## src/rtl/dds_ldr_pkg.sv

```systemverilog
// Package: shared sizes for the tuning word loader.
// Assumes the word layout of phase/flags byte followed by four tuning bytes.
package dds_ldr_pkg;
    localparam int unsigned BYTE_W    = 8;
    localparam int unsigned NUM_WORDS = 5;
    localparam int unsigned TOTAL_W   = BYTE_W * NUM_WORDS;
    localparam int unsigned TUNE_W    = 32;
    localparam int unsigned PHASE_W   = 5;
    // bit positions inside the staged 40-bit vector
    localparam int unsigned POS_MULT  = TUNE_W;       // 32
    localparam int unsigned POS_SSEL  = TUNE_W + 1;   // 33
    localparam int unsigned POS_PD    = TUNE_W + 2;   // 34
    localparam int unsigned POS_PH_LO = TUNE_W + 3;   // 35
endpackage

```

## src/rtl/dds_par_path.sv

```systemverilog
// Byte-mode sequencer: holds the forward-only word pointer and produces one
// byte enable per word. It also flags the serial-entry pattern on word 0.
// Assumes upd_stb has priority over wr_stb at the same edge.
module dds_par_path #(
    parameter int unsigned NUM_WORDS = 5,
    parameter int unsigned PTR_W     = $clog2(NUM_WORDS + 1)
) (
    input  logic                 clk,
    input  logic                 rst_n,
    input  logic                 wr_stb,
    input  logic                 upd_stb,
    input  logic                 ser_mode,
    input  logic                 sel_bit,
    output logic [NUM_WORDS-1:0] byte_en,
    output logic                 enter_ser,
    output logic [PTR_W-1:0]     ptr
);
    logic wr_ok;
    logic ptr_at0;

    // Purpose: qualify a byte-mode write that is not overridden by an update.
    always_comb begin
        wr_ok   = wr_stb && !upd_stb && !ser_mode;
        ptr_at0 = (ptr == '0);
        enter_ser = wr_ok && ptr_at0 && sel_bit;
    end

    // Purpose: decode the pointer into per-word enables.
    for (genvar k = 0; k < NUM_WORDS; k++) begin : g_en
        if (k == 0) begin : g_w0
            assign byte_en[k] = wr_ok && ptr_at0 && !sel_bit;
        end else begin : g_wn
            assign byte_en[k] = wr_ok && (ptr == PTR_W'(k));
        end
    end

    // Purpose: advance the pointer on each accepted byte, clear on update.
    always_ff @(posedge clk) begin
        if (!rst_n)             ptr <= '0;
        else if (upd_stb)       ptr <= '0;
        else if (|byte_en)      ptr <= ptr + 1'b1;
    end
endmodule

```

## src/rtl/dds_ser_path.sv

```systemverilog
// Bit-stream sequencer: holds the sticky serial mode flag and the bit counter.
// It allows a shift only while fewer than TOTAL_W bits have arrived.
// Assumes the mode is left only through reset.
module dds_ser_path #(
    parameter int unsigned TOTAL_W = 40,
    parameter int unsigned CNT_W   = $clog2(TOTAL_W + 1)
) (
    input  logic             clk,
    input  logic             rst_n,
    input  logic             wr_stb,
    input  logic             upd_stb,
    input  logic             enter_ser,
    output logic             ser_mode,
    output logic             shift_en,
    output logic [CNT_W-1:0] bit_cnt
);
    // Purpose: allow a shift for each write in serial mode until the word is full.
    always_comb begin
        shift_en = ser_mode && wr_stb && !upd_stb && (bit_cnt < CNT_W'(TOTAL_W));
    end

    // Purpose: make the mode flag sticky once the entry pattern is seen.
    always_ff @(posedge clk) begin
        if (!rst_n)         ser_mode <= 1'b0;
        else if (enter_ser) ser_mode <= 1'b1;
    end

    // Purpose: count accepted serial bits, restart on update or mode entry.
    always_ff @(posedge clk) begin
        if (!rst_n)                      bit_cnt <= '0;
        else if (upd_stb || enter_ser)   bit_cnt <= '0;
        else if (shift_en)               bit_cnt <= bit_cnt + 1'b1;
    end
endmodule

```

## src/rtl/dds_word_loader.sv

```systemverilog
// Top: staging register fed by the byte or bit path, plus an active register
// loaded on update and presented to the synthesis core.
// Assumes a single write clock; all strobes are level-sampled at its edge.
module dds_word_loader
    import dds_ldr_pkg::*;
(
    input  logic              clk,
    input  logic              rst_n,
    input  logic              wr_stb,
    input  logic [BYTE_W-1:0] din,
    input  logic              upd_stb,
    output logic [TUNE_W-1:0] tuning_word,
    output logic [PHASE_W-1:0] phase_word,
    output logic              pwr_down,
    output logic              mult_en
);
    localparam int unsigned PTR_W = $clog2(NUM_WORDS + 1);
    localparam int unsigned CNT_W = $clog2(TOTAL_W + 1);

    logic [TOTAL_W-1:0]   stage_q;
    logic [TOTAL_W-1:0]   shifted;
    logic [NUM_WORDS-1:0] byte_en;
    logic                 enter_ser;
    logic                 ser_mode_w;
    logic                 shift_en;
    logic [PTR_W-1:0]     ptr_w;
    logic [CNT_W-1:0]     cnt_w;

    dds_par_path #(.NUM_WORDS(NUM_WORDS), .PTR_W(PTR_W)) u_par (
        .clk(clk), .rst_n(rst_n), .wr_stb(wr_stb), .upd_stb(upd_stb),
        .ser_mode(ser_mode_w), .sel_bit(din[1]),
        .byte_en(byte_en), .enter_ser(enter_ser), .ptr(ptr_w)
    );

    dds_ser_path #(.TOTAL_W(TOTAL_W), .CNT_W(CNT_W)) u_ser (
        .clk(clk), .rst_n(rst_n), .wr_stb(wr_stb), .upd_stb(upd_stb),
        .enter_ser(enter_ser), .ser_mode(ser_mode_w),
        .shift_en(shift_en), .bit_cnt(cnt_w)
    );

    // Purpose: the next staging value when one serial bit enters at the top.
    always_comb begin
        shifted = {din[BYTE_W-1], stage_q[TOTAL_W-1:1]};
    end

    // Purpose: per-word staging slices; word k sits most significant first.
    for (genvar k = 0; k < NUM_WORDS; k++) begin : g_stage
        localparam int unsigned LO = (NUM_WORDS - 1 - k) * BYTE_W;
        always_ff @(posedge clk) begin
            if (!rst_n)          stage_q[LO +: BYTE_W] <= '0;
            else if (byte_en[k]) stage_q[LO +: BYTE_W] <= din;
            else if (shift_en)   stage_q[LO +: BYTE_W] <= shifted[LO +: BYTE_W];
        end
    end

    // Purpose: copy staged fields to the active outputs on update.
    always_ff @(posedge clk) begin
        if (!rst_n) begin
            tuning_word <= '0;
            phase_word  <= '0;
            pwr_down    <= 1'b0;
            mult_en     <= 1'b0;
        end else if (upd_stb) begin
            tuning_word <= stage_q[TUNE_W-1:0];
            phase_word  <= stage_q[POS_PH_LO +: PHASE_W];
            pwr_down    <= stage_q[POS_PD];
            mult_en     <= stage_q[POS_MULT];
        end
    end
endmodule

```

## config.mk

```make
export PLATFORM = sky130hd
export DESIGN_NAME = dds_word_loader
export DESIGN_NICKNAME = d
export VERILOG_FILES = /design/src/rtl/dds_ldr_pkg.sv /design/src/rtl/dds_par_path.sv /design/src/rtl/dds_ser_path.sv /design/src/rtl/dds_word_loader.sv
export SDC_FILE = /design/constraint.sdc
export NUM_CORES = 1
export LEC_CHECK = 0
export ABC_AREA = 1
export CAP_MARGIN = 15
export CORE_AREA = 2 2 84 86
export DETAILED_ROUTE_END_ITERATION = 10
export DIE_AREA = 0 0 86 88
export PLACE_DENSITY = 0.82
export SYNTH_ARGS = -nofsm -noshare
export SYNTH_HDL_FRONTEND = slang
export SYNTH_SLANG_ARGS = --single-unit
```

## constraint.sdc

```tcl
create_clock -name clk -period 2.25 [get_ports clk]
set_input_delay 0.3375 -clock clk [delete_from_list [all_inputs] [get_ports clk]]
set_output_delay 0.3375 -clock clk [all_outputs]
set_load 0.02 [all_outputs]
```

==> results.toml <==
[sta]
max_slew_margin_pct = 69.8
setup_viol = 0
fin_skew_ns = 0.00509
max_slew.worst_pin.slew_ns = 0.452
tns_ns = 0
hold_viol_final = 0
rsz0062_at_grt = "false"
finalCritPeriodShare_pct = 81.1
fin_crit_ns = 1.82
hold_slack_ns = 0.463
fmax_mhz = 548
final_max_slew_viol_count = 0

[clocking]
cts_setup_buffers = 0
cts_made_buffers = 9
cts_tree = "done"
htreeDepth = 3
clock-sinks = 89
clk_pin_slew_worst_paths_ns = 0.09
hold_buffers = 0
cts_root_buf = "clkbuf_8"
insertion_delay_ns = 0.37
cts_resized = 0
clockBufferDepth = 2

[setup_path]
reg2reg_to = "shifted[28]"
reg2reg_depth = 8
r2r_slack_ns = 0.49
cp-end-kind = "flip-flop"
r2r_start = "u_par.ptr[1]"
required_ns = 2.56
path_max_fanout = 34
cp.arrival_ns = 2.13
path_class = "in -> reg"
cp-start-kind = "primary input"

[grt]
grt_antenna_before_repair = 0
overflow = 0
grt_pass1_wl_mm = 14.8
grt_pass1_vias = 3257
grt_max_degree = 47
grt_util_all_layers_pct = 25.0

[floorplanning]
ios = 51
die_h_um = 88
initial_core_util_pct = 56.7
die-width_um = 86
row_count = 30
die-area_mm2 = 0.00757
core_mm2 = 0.00664

[status]
outcome = "complete, no violations"

[placed_design]
post-dp-hpwl_mm = 5.87
gp_congestion = 0.876
port_buffers = 50

[logic_synthesis]
synth_edf_count = 0
synth_area_leader_cell = "dfxtp_1"
avgSynthCellArea_um2 = 7.24
syn-num-nets = 538
synth_area_leaders = "dfxtp_1 47%, nor2_1 11%, o21ai_0 10%, nand2_1 7.8%, nand3_1 6.9%"
ys_warn_count = 0
syn_inst = 520
async_reset_ff_share_pct = 0
ys_seq_area_share_pct = 47.3
ys_ff_latch = 89
syn_area_mm2 = 0.00377
ys.flop_type = "dfxtp_1"
synthDistinctLibCells = 27
synth_top_area_share_pct = 47.3

[cells_and_area]
diodes = 0
final_cell_mix = "106 x nor2_1, 89 x dfxtp_1, 78 x nand2_1"
nets = 582
area_growth_pct = 18.9
drive_above_1_share_pct = 7.73
final_common_cell = "nor2_1"

[power]
p_leak_nw = 1.70
ir_drop_v = 0.000402
finalPower_mw = 3.06
p_per_area_mw_per_mm2 = 684

[detailed_routing]
drtAntennaViolNets = 0
routed_wl_mm = 8.77
drt-vias-per-instance = 5.40
first_iter_violations = 272
drc_errors = 0
drtPass1Iterations = 5
wire_per_inst_um = 13.5
vias = 3505

[hold_path]
min_path_cells = 2
hold_class = "reg -> reg"
hold_path_end = "u_ser.bit_cnt[5]"
worstHoldStart = "u_ser.bit_cnt[5]"

[run]
maxCapViolCount = 0
## report_power, final
group / switching, mW / internal (mW)
logic: 0.221 / 0.147
registers: 0.0375 / 1.64
clock network: 0.608 / 0.410
total: 0.866 / 2.19
## synth_stat cells, types with 2 or more instances
library cell and number:
clkbuf_1 15, ha_1 6, nand3_1 52, nor2_1 106
nand2_2 9, nor2_4 2, buf_4 3, inv_1 29
or2_2 2, nand2_1 78, o21ai_0 77, o21ai_1 4
nor2_2 2, inv_2 3, a21oi_1 25, buf_6 3
dfxtp_1 89, buf_2 4, nand4_1 3
## cell families after synthesis
| group | Yosys count | synth area share (%) |
|---|---|---|
| AO/OA/AOI/OAI | 107 | 14.2 |
| flip-flops | 89 | 47.3 |
| buffers and inverters | 59 | 6.91 |
| AND/OR/NAND/NOR | 257 | 29.1 |
| adder cells (fa/ha/maj) | 6 | 1.99 |
| XOR/XNOR | 2 | 0.465 |
## routing by layer
layer	track usage [%]	vias to the layer above	part of all wire, %
met5	0	-	0
met4	15.0	0	4.0
met3	5.18	27	6.5
met2	39.5	116	45
met1	31.5	1582	45
li1	-	1780	-
## area by class of cell
class                           instances  area [um^2]
Clock inverter                          7         55.1
Fill cell                             563         2170
Clock buffer                            9          124
Multi-Input combinational cell        372         1730
Sequential cell                        89         1780
Inverter                               33          124
Tap cell                               80          100
Timing Repair Buffer                   59          568
## critical path: stages
cell	delay [ns]
clkdlybuf4s50_1	0.43
inv_2	0.08
buf_4	0.32
nand3_1	0.15
nor2_1	0.39
nand2_1	0.12
nand3_1	0.12
o21ai_0	0.08
nor2_1	0.10
## stage by stage
stage | std cells | area [um^2] | util [%] | worst slack, ns
finish | 649 | 4480 | 67.4 | 0.426
global placement | 633 | 4300 | 64.7 | 0.0936
floorplan | 520 | 3770 | - | 0.780
CTS | 649 | 4480 | 67.4 | 0.454
detailed placement | 633 | 4300 | 64.7 | 0.0856
global route | 649 | 4480 | 67.4 | 0.243
## how the worst max path moves through the flow
stage                             from     endpoint  cells after the start
after global routing           upd_stb   shifted[3]                      9
final                          upd_stb   shifted[3]                      9
after global placement          wr_stb  shifted[19]                      8
after detailed placement        wr_stb  shifted[16]                      8
after floorplan           u_par.ptr[0]  shifted[16]                      9
after CTS                      upd_stb   shifted[3]                      9
## flip-flops by register name (all words and copies together), names as in the netlist
name and flops:
mult_en 1, phase_word 5, pwr_down 1, shifted 39, stage_q 1, tuning_word 32, u_par.ptr 3, u_ser.bit_cnt 6
u_ser.ser_mode 1
(Power assumes the default switching activity.)
